==> config.mk <==
export PLATFORM = sky130hd
export DESIGN_NAME = pswallow_div
export DESIGN_NICKNAME = d
export VERILOG_FILES = /design/src/rtl/psd_pkg.sv /design/src/rtl/psd_cfg_bank.sv /design/src/rtl/psd_prescale.sv /design/src/rtl/psd_chain.sv /design/src/rtl/pswallow_div.sv
export SDC_FILE = /design/constraint.sdc
export NUM_CORES = 1
export LEC_CHECK = 0
export BUFFER_PORTS_ARGS = -buffer_cell sky130_fd_sc_hd__buf_4
export CAP_MARGIN = 5
export CORE_MARGIN = 5
export CORE_UTILIZATION = 60
export DETAILED_ROUTE_END_ITERATION = 7
export PLACE_DENSITY = 0.8
export SLEW_MARGIN = 30
export SYNTH_ARGS = -nofsm -noshare
export SYNTH_HDL_FRONTEND = slang
export SYNTH_HIERARCHICAL = 1
export SYNTH_SLANG_ARGS = --single-unit
==> constraint.sdc <==
create_clock -name clk -period 8.2 [get_ports clk]
set_input_delay 0.82 -clock clk [delete_from_list [all_inputs] [get_ports clk]]
set_output_delay 0.82 -clock clk [all_outputs]
set_load 0.01 [all_outputs]
==> src/rtl/psd_pkg.sv <==
package psd_pkg;

    localparam int M_W   = 9;
    localparam int A_W   = 4;
    localparam int PS_LO = 10;
    localparam int PS_HI = 11;
    localparam int PC_W  = $clog2(PS_HI);

    typedef struct packed {
        logic           byp;
        logic [A_W-1:0] a;
        logic [M_W-1:0] m;
    } div_cfg_t;

    function automatic logic cfg_legal(div_cfg_t c);
        return (c.m != '0) && (32'(c.a) <= 32'(c.m) + 32'd1);
    endfunction

endpackage

==> src/rtl/psd_cfg_bank.sv <==
module psd_cfg_bank
    import psd_pkg::*;
#(
    parameter div_cfg_t RST_CFG = '0
) (
    input  logic     clk,
    input  logic     rst,
    input  logic     load,
    input  div_cfg_t wr_cfg,
    input  logic     boundary,
    output div_cfg_t act_cfg,
    output logic     param_err
);

    div_cfg_t pend_cfg;
    logic     pend_vld;

    always_ff @(posedge clk) begin
        if (rst) begin
            act_cfg   <= RST_CFG;
            pend_cfg  <= '0;
            pend_vld  <= 1'b0;
            param_err <= 1'b0;
        end else begin
            if (boundary && pend_vld) begin
                act_cfg  <= pend_cfg;
                pend_vld <= 1'b0;
            end
            if (load) begin
                if (cfg_legal(wr_cfg)) begin
                    pend_cfg <= wr_cfg;
                    pend_vld <= 1'b1;
                end else begin
                    param_err <= 1'b1;
                end
            end
        end
    end

endmodule

==> src/rtl/psd_prescale.sv <==
module psd_prescale
    import psd_pkg::*;
(
    input  logic clk,
    input  logic rst,
    input  logic byp,
    input  logic mod_hi,
    output logic tick
);

    logic [PC_W-1:0] pc;
    logic [PC_W-1:0] pc_last;

    assign pc_last = mod_hi ? PC_W'(PS_HI - 1) : PC_W'(PS_LO - 1);
    assign tick    = byp || (pc == pc_last);

    always_ff @(posedge clk) begin
        if (rst || tick) begin
            pc <= '0;
        end else begin
            pc <= pc + 1'b1;
        end
    end

endmodule

==> src/rtl/psd_chain.sv <==
module psd_chain
    import psd_pkg::*;
(
    input  logic     clk,
    input  logic     rst,
    input  logic     tick,
    input  div_cfg_t act_cfg,
    output logic     fp,
    output logic     mod_hi
);

    logic [M_W-1:0] mc;
    logic [A_W-1:0] swallowed;

    assign fp     = tick && (mc == act_cfg.m);
    assign mod_hi = !act_cfg.byp && (swallowed < act_cfg.a);

    always_ff @(posedge clk) begin
        if (rst || fp) begin
            mc        <= '0;
            swallowed <= '0;
        end else if (tick) begin
            mc <= mc + 1'b1;
            if (mod_hi) begin
                swallowed <= swallowed + 1'b1;
            end
        end
    end

endmodule

==> src/rtl/pswallow_div.sv <==
module pswallow_div
    import psd_pkg::*;
#(
    parameter int DEF_M = 1,
    parameter int DEF_A = 0
) (
    input  logic           clk,
    input  logic           rst,
    input  logic           load,
    input  logic [M_W-1:0] m_val,
    input  logic [A_W-1:0] a_val,
    input  logic           bypass,
    output logic           fp,
    output logic           mod_sel,
    output logic           param_err
);

    localparam div_cfg_t RST_CFG = '{byp: 1'b0, a: A_W'(DEF_A), m: M_W'(DEF_M)};

    div_cfg_t wr_cfg;
    div_cfg_t act_cfg;
    logic     tick;

    assign wr_cfg = '{byp: bypass, a: a_val, m: m_val};

    psd_cfg_bank #(.RST_CFG(RST_CFG)) u_cfg (
        .clk       (clk),
        .rst       (rst),
        .load      (load),
        .wr_cfg    (wr_cfg),
        .boundary  (fp),
        .act_cfg   (act_cfg),
        .param_err (param_err)
    );

    psd_prescale u_pre (
        .clk    (clk),
        .rst    (rst),
        .byp    (act_cfg.byp),
        .mod_hi (mod_sel),
        .tick   (tick)
    );

    psd_chain u_chain (
        .clk     (clk),
        .rst     (rst),
        .tick    (tick),
        .act_cfg (act_cfg),
        .fp      (fp),
        .mod_hi  (mod_sel)
    );

endmodule

==> run_results.csv <==
group,metric,value,unit
sta,setup_viol_count_final,0,
place,port_buffers,19,
pwr,combinationalPowerShare,9.6,%
synth,netlist_area,2420,um^2
sta,period_minus_slack,3900,ps
sta,finalMaxSlewViolations,0,
pwr,pwr_density_cell,160,nW/um^2
clock_network,cts_root_buffer,"clkbuf_8",
finish,syn_to_final_growth,9.50,%
pwr,internal_power,324,uW
place,dp_hpwl,3070,um
synth,synth.distinct_cells,54,
sta,relSlewSlack,55.7,%
worst_hold_path,hp-start,"u_cfg/pend_cfg[2]",
global_routing,top_usage_layer,"met2",
sta,setup-tns-final,0,ps
clock_network,clk_pin_slew_worst_paths,90,ps
pwr,sw_frac_of_total,23.7,%
route,wire_per_inst,12.7,um
place,routabilityCongestion,0.824,
synth,synth_fp_nets,298,
synth,synth_async_sr_flop_share,0,%
pwr,ir_worst_vdd,0.0000760,V
place,place_inst,328,
global_routing,antenna_found_initial,0,
floorplanning,io_pins,20,
setup_path,reg2reg_depth,12,
worst_hold_path,hold_path.class,"reg -> reg",
setup_path,crit_fanout,7,
route,wl,4270,um
global_routing,grtUsageTotal,17.3,%
global_routing,grt_util_met1,21.7,%
synth,yosysWarnings,6,
finish,fin_util,66.8,%
clock_network,clkLatencyLatePin,290,ps
global_routing,grtUsageMet3,3.83,%
route,vias_per_cell,5.38,
sta,worst_pin_slew,664,ps
setup_path,timing.rr.end,"u_cfg/act_cfg[7]",
run_status,outcome,"completed",
clock_network,postCtsSetupBuffers,0,
synth,synth_edf_count,0,
sta,rsz0062_at_grt,"false",
clock_network,cts.repair.resized,0,
global_routing,grt_pass1_vias,1733,
clock_network,cts-buffers-inserted,5,
global_routing,met2_usage,28.8,%
floorplanning,chipWidth,73.6,um
floorplanning,core_area,3970,um^2
finish,diodes,0,
synth,ys_dominant_reg_cell,"dfxtp_1",
setup_path,arrival,3080,ps
floorplanning,initial_core_util,61.0,%
setup_path,endpoint_kind,"output pin",
setup_path,cp-start-kind,"register",
setup_path,critical_path_class,"reg -> out",
sta,skew,7.77,ps
floorplanning,dieArea,5410,um^2
finish,fillers,346,
route,drtAntennaViolNets,0,
pwr,finalPower,424,uW
sta,finalHoldViolCount,0,
pwr,p_leak,1.06,nW
worst_hold_path,whs_path_depth,2,
finish,drive_gt1_share,14.0,%
route,num_vias,1807,
run,maxCapViolCount,0,
synth,yosysSeqAreaShare,38.8,%
clock_network,cts_tree,"yes",
route,drt_iter0_markers,55,
setup_path,rrSetupSlack,4660,ps
global_routing,grt_pass1_wl,7470,um
clock_network,clock_path_buffers,2,
route,drt_first_pass_iters,4,
synth,synth_area_per_cell,9.01,um^2
pwr,seqPwrFrac,56.3,%
finish,final_nets,314,
synth,syn_inst,269,
sta,period_share,47.6,%
clock_network,cts.sink_count,47,
pwr,switchingPower,100,uW
clock_network,postCtsHoldBufs,0,
floorplanning,die_y,73.6,um
setup_path,critical_path_required,7380,ps
finish,instances_no_fill,336,
floorplanning,row_count,23,
synth,synth-seq-cells,47,
clock_network,cts_htree_levels,2,
setup_path,r2r-start,"u_cfg/act_cfg[12]",
worst_hold_path,worstHoldEndpoint,"u_cfg/act_cfg[2]",
pwr,pwr-share-clk,34.1,%
sta,fmax,256,MHz
route,remaining_drc_errors,0,
global_routing,grt_max_degree,48,
global_routing,grt_overflow,0,
==> cell usage after synthesis, drive strengths merged, types with 3 or more instances <==
master | count | area share, %
nand2b | 24 | 6.2
nand2 | 36 | 5.6
nor2 | 15 | 2.4
o32ai | 3 | 1.1
xnor2 | 12 | 4.3
nand3 | 4 | 0.83
or2 | 3 | 0.88
inv | 15 | 2.3
o21ai | 5 | 1.7
dfxtp | 47 | 39
or3 | 3 | 0.77
a31oi | 3 | 0.77
a21oi | 20 | 4.9
nor4 | 4 | 1.3
buf | 4 | 1.9
xor2 | 9 | 3.3
clkbuf | 6 | 0.98
nand4 | 6 | 1.5
mux2i | 13 | 5.4
ha | 12 | 6.2
==> cell families after synthesis <==
family / after synthesis / synth area share, %
muxes: 13 / 5.37
and+or+nand+nor: 109 / 23.8
AOI/OAI and AO/OA: 42 / 13.0
xor gates and xnor gates: 21 / 7.59
adders and majority gates: 12 / 6.19
DFF: 47 / 38.8
buffers and inverters: 25 / 5.21
==> final cells by class <==
cell class	count	area [um^2]	area share (%)
repair buffers	19	143	5.37
well taps	50	62.6	2.36
clock inverters	1	8.76	0.330
inverters	15	56.3	2.12
flip-flops and latches	47	941	35.5
clock buffers	7	86.3	3.25
multi-input cells	197	1360	51.1
==> critical path, cell delays in order (launching register included) <==
cell and delay, ps:
dfxtp_1 330, inv_1 40, ha_1 300, nand2_1 110
o21a_1 250, or3b_1 410, a21oi_2 230, or2_1 290
nand4_1 140, nor4_2 480, buf_4 210
==> worst max path at each step <==
stage                 startpoint           endpoint  slack (ps)
2_1_floorplan  u_cfg/act_cfg[12]  u_cfg/act_cfg[10]        5000
3_3_place_gp   u_cfg/act_cfg[12]                 fp        4760
3_5_place_dp   u_cfg/act_cfg[12]                 fp        4680
4_1_cts        u_cfg/act_cfg[12]                 fp        4290
5_1_grt        u_cfg/act_cfg[12]                 fp        4100
6_report       u_cfg/act_cfg[12]                 fp        4300
==> layer usage <==
| layer | share of wire [%] | wire length [um] | up-vias |
|---|---|---|---|
| met2 | 46 | 1960 | 33 |
| met4 | 1.6 | 70 | 0 |
| li1 | - | - | 949 |
| met5 | 0 | 0 | - |
| met1 | 49 | 2080 | 817 |
| met3 | 3.9 | 165 | 8 |
==> placed cells by master, fill, tap and decap left out, drive strengths merged, types with 3 or more instances in the layout <==
master and instances:
nor4 4, ha 12, inv 15, nand2 36, a31oi 3, dfxtp 47
xnor2 12, mux2i 13, or2 3, nor2 15, nand4 6, clkbuf 7
nand2b 24, o32ai 3, o21ai 5, a21oi 20, nand3 4, or3 3
xor2 9, buf 19
==> sequential cells by signal, summed over array words and instances, names as in the netlist <==
register	count
u_cfg/act_cfg	14
u_cfg/pend_cfg	14
u_chain/mc	9
u_chain/swallowed	4
u_pre/pc	4
u_cfg/param_err	1
u_cfg/pend_vld	1
==> metrics by stage <==
stage / cell area (um^2) / setup WS (ps) / hold WS [ps]
2_1_floorplan: 2420 / 5000 / 432
3_3_place_gp: 2560 / 4760 / 442
3_5_place_dp: 2560 / 4680 / 444
4_1_cts: 2650 / 4290 / 458
5_1_grt: 2650 / 4100 / 484
6_report: 2650 / 4300 / 458
==> power groups by stage <==
stage          sequential (mW)  combinational, mW  clock [mW]
4_1_cts                  0.239             0.0411       0.150
5_1_grt                  0.240             0.0454       0.159
6_report                 0.239             0.0408       0.145
2_1_floorplan            0.243             0.0290           0
3_3_place_gp             0.244             0.0397           0
3_5_place_dp             0.244             0.0409           0
(Power assumes the default switching activity.)
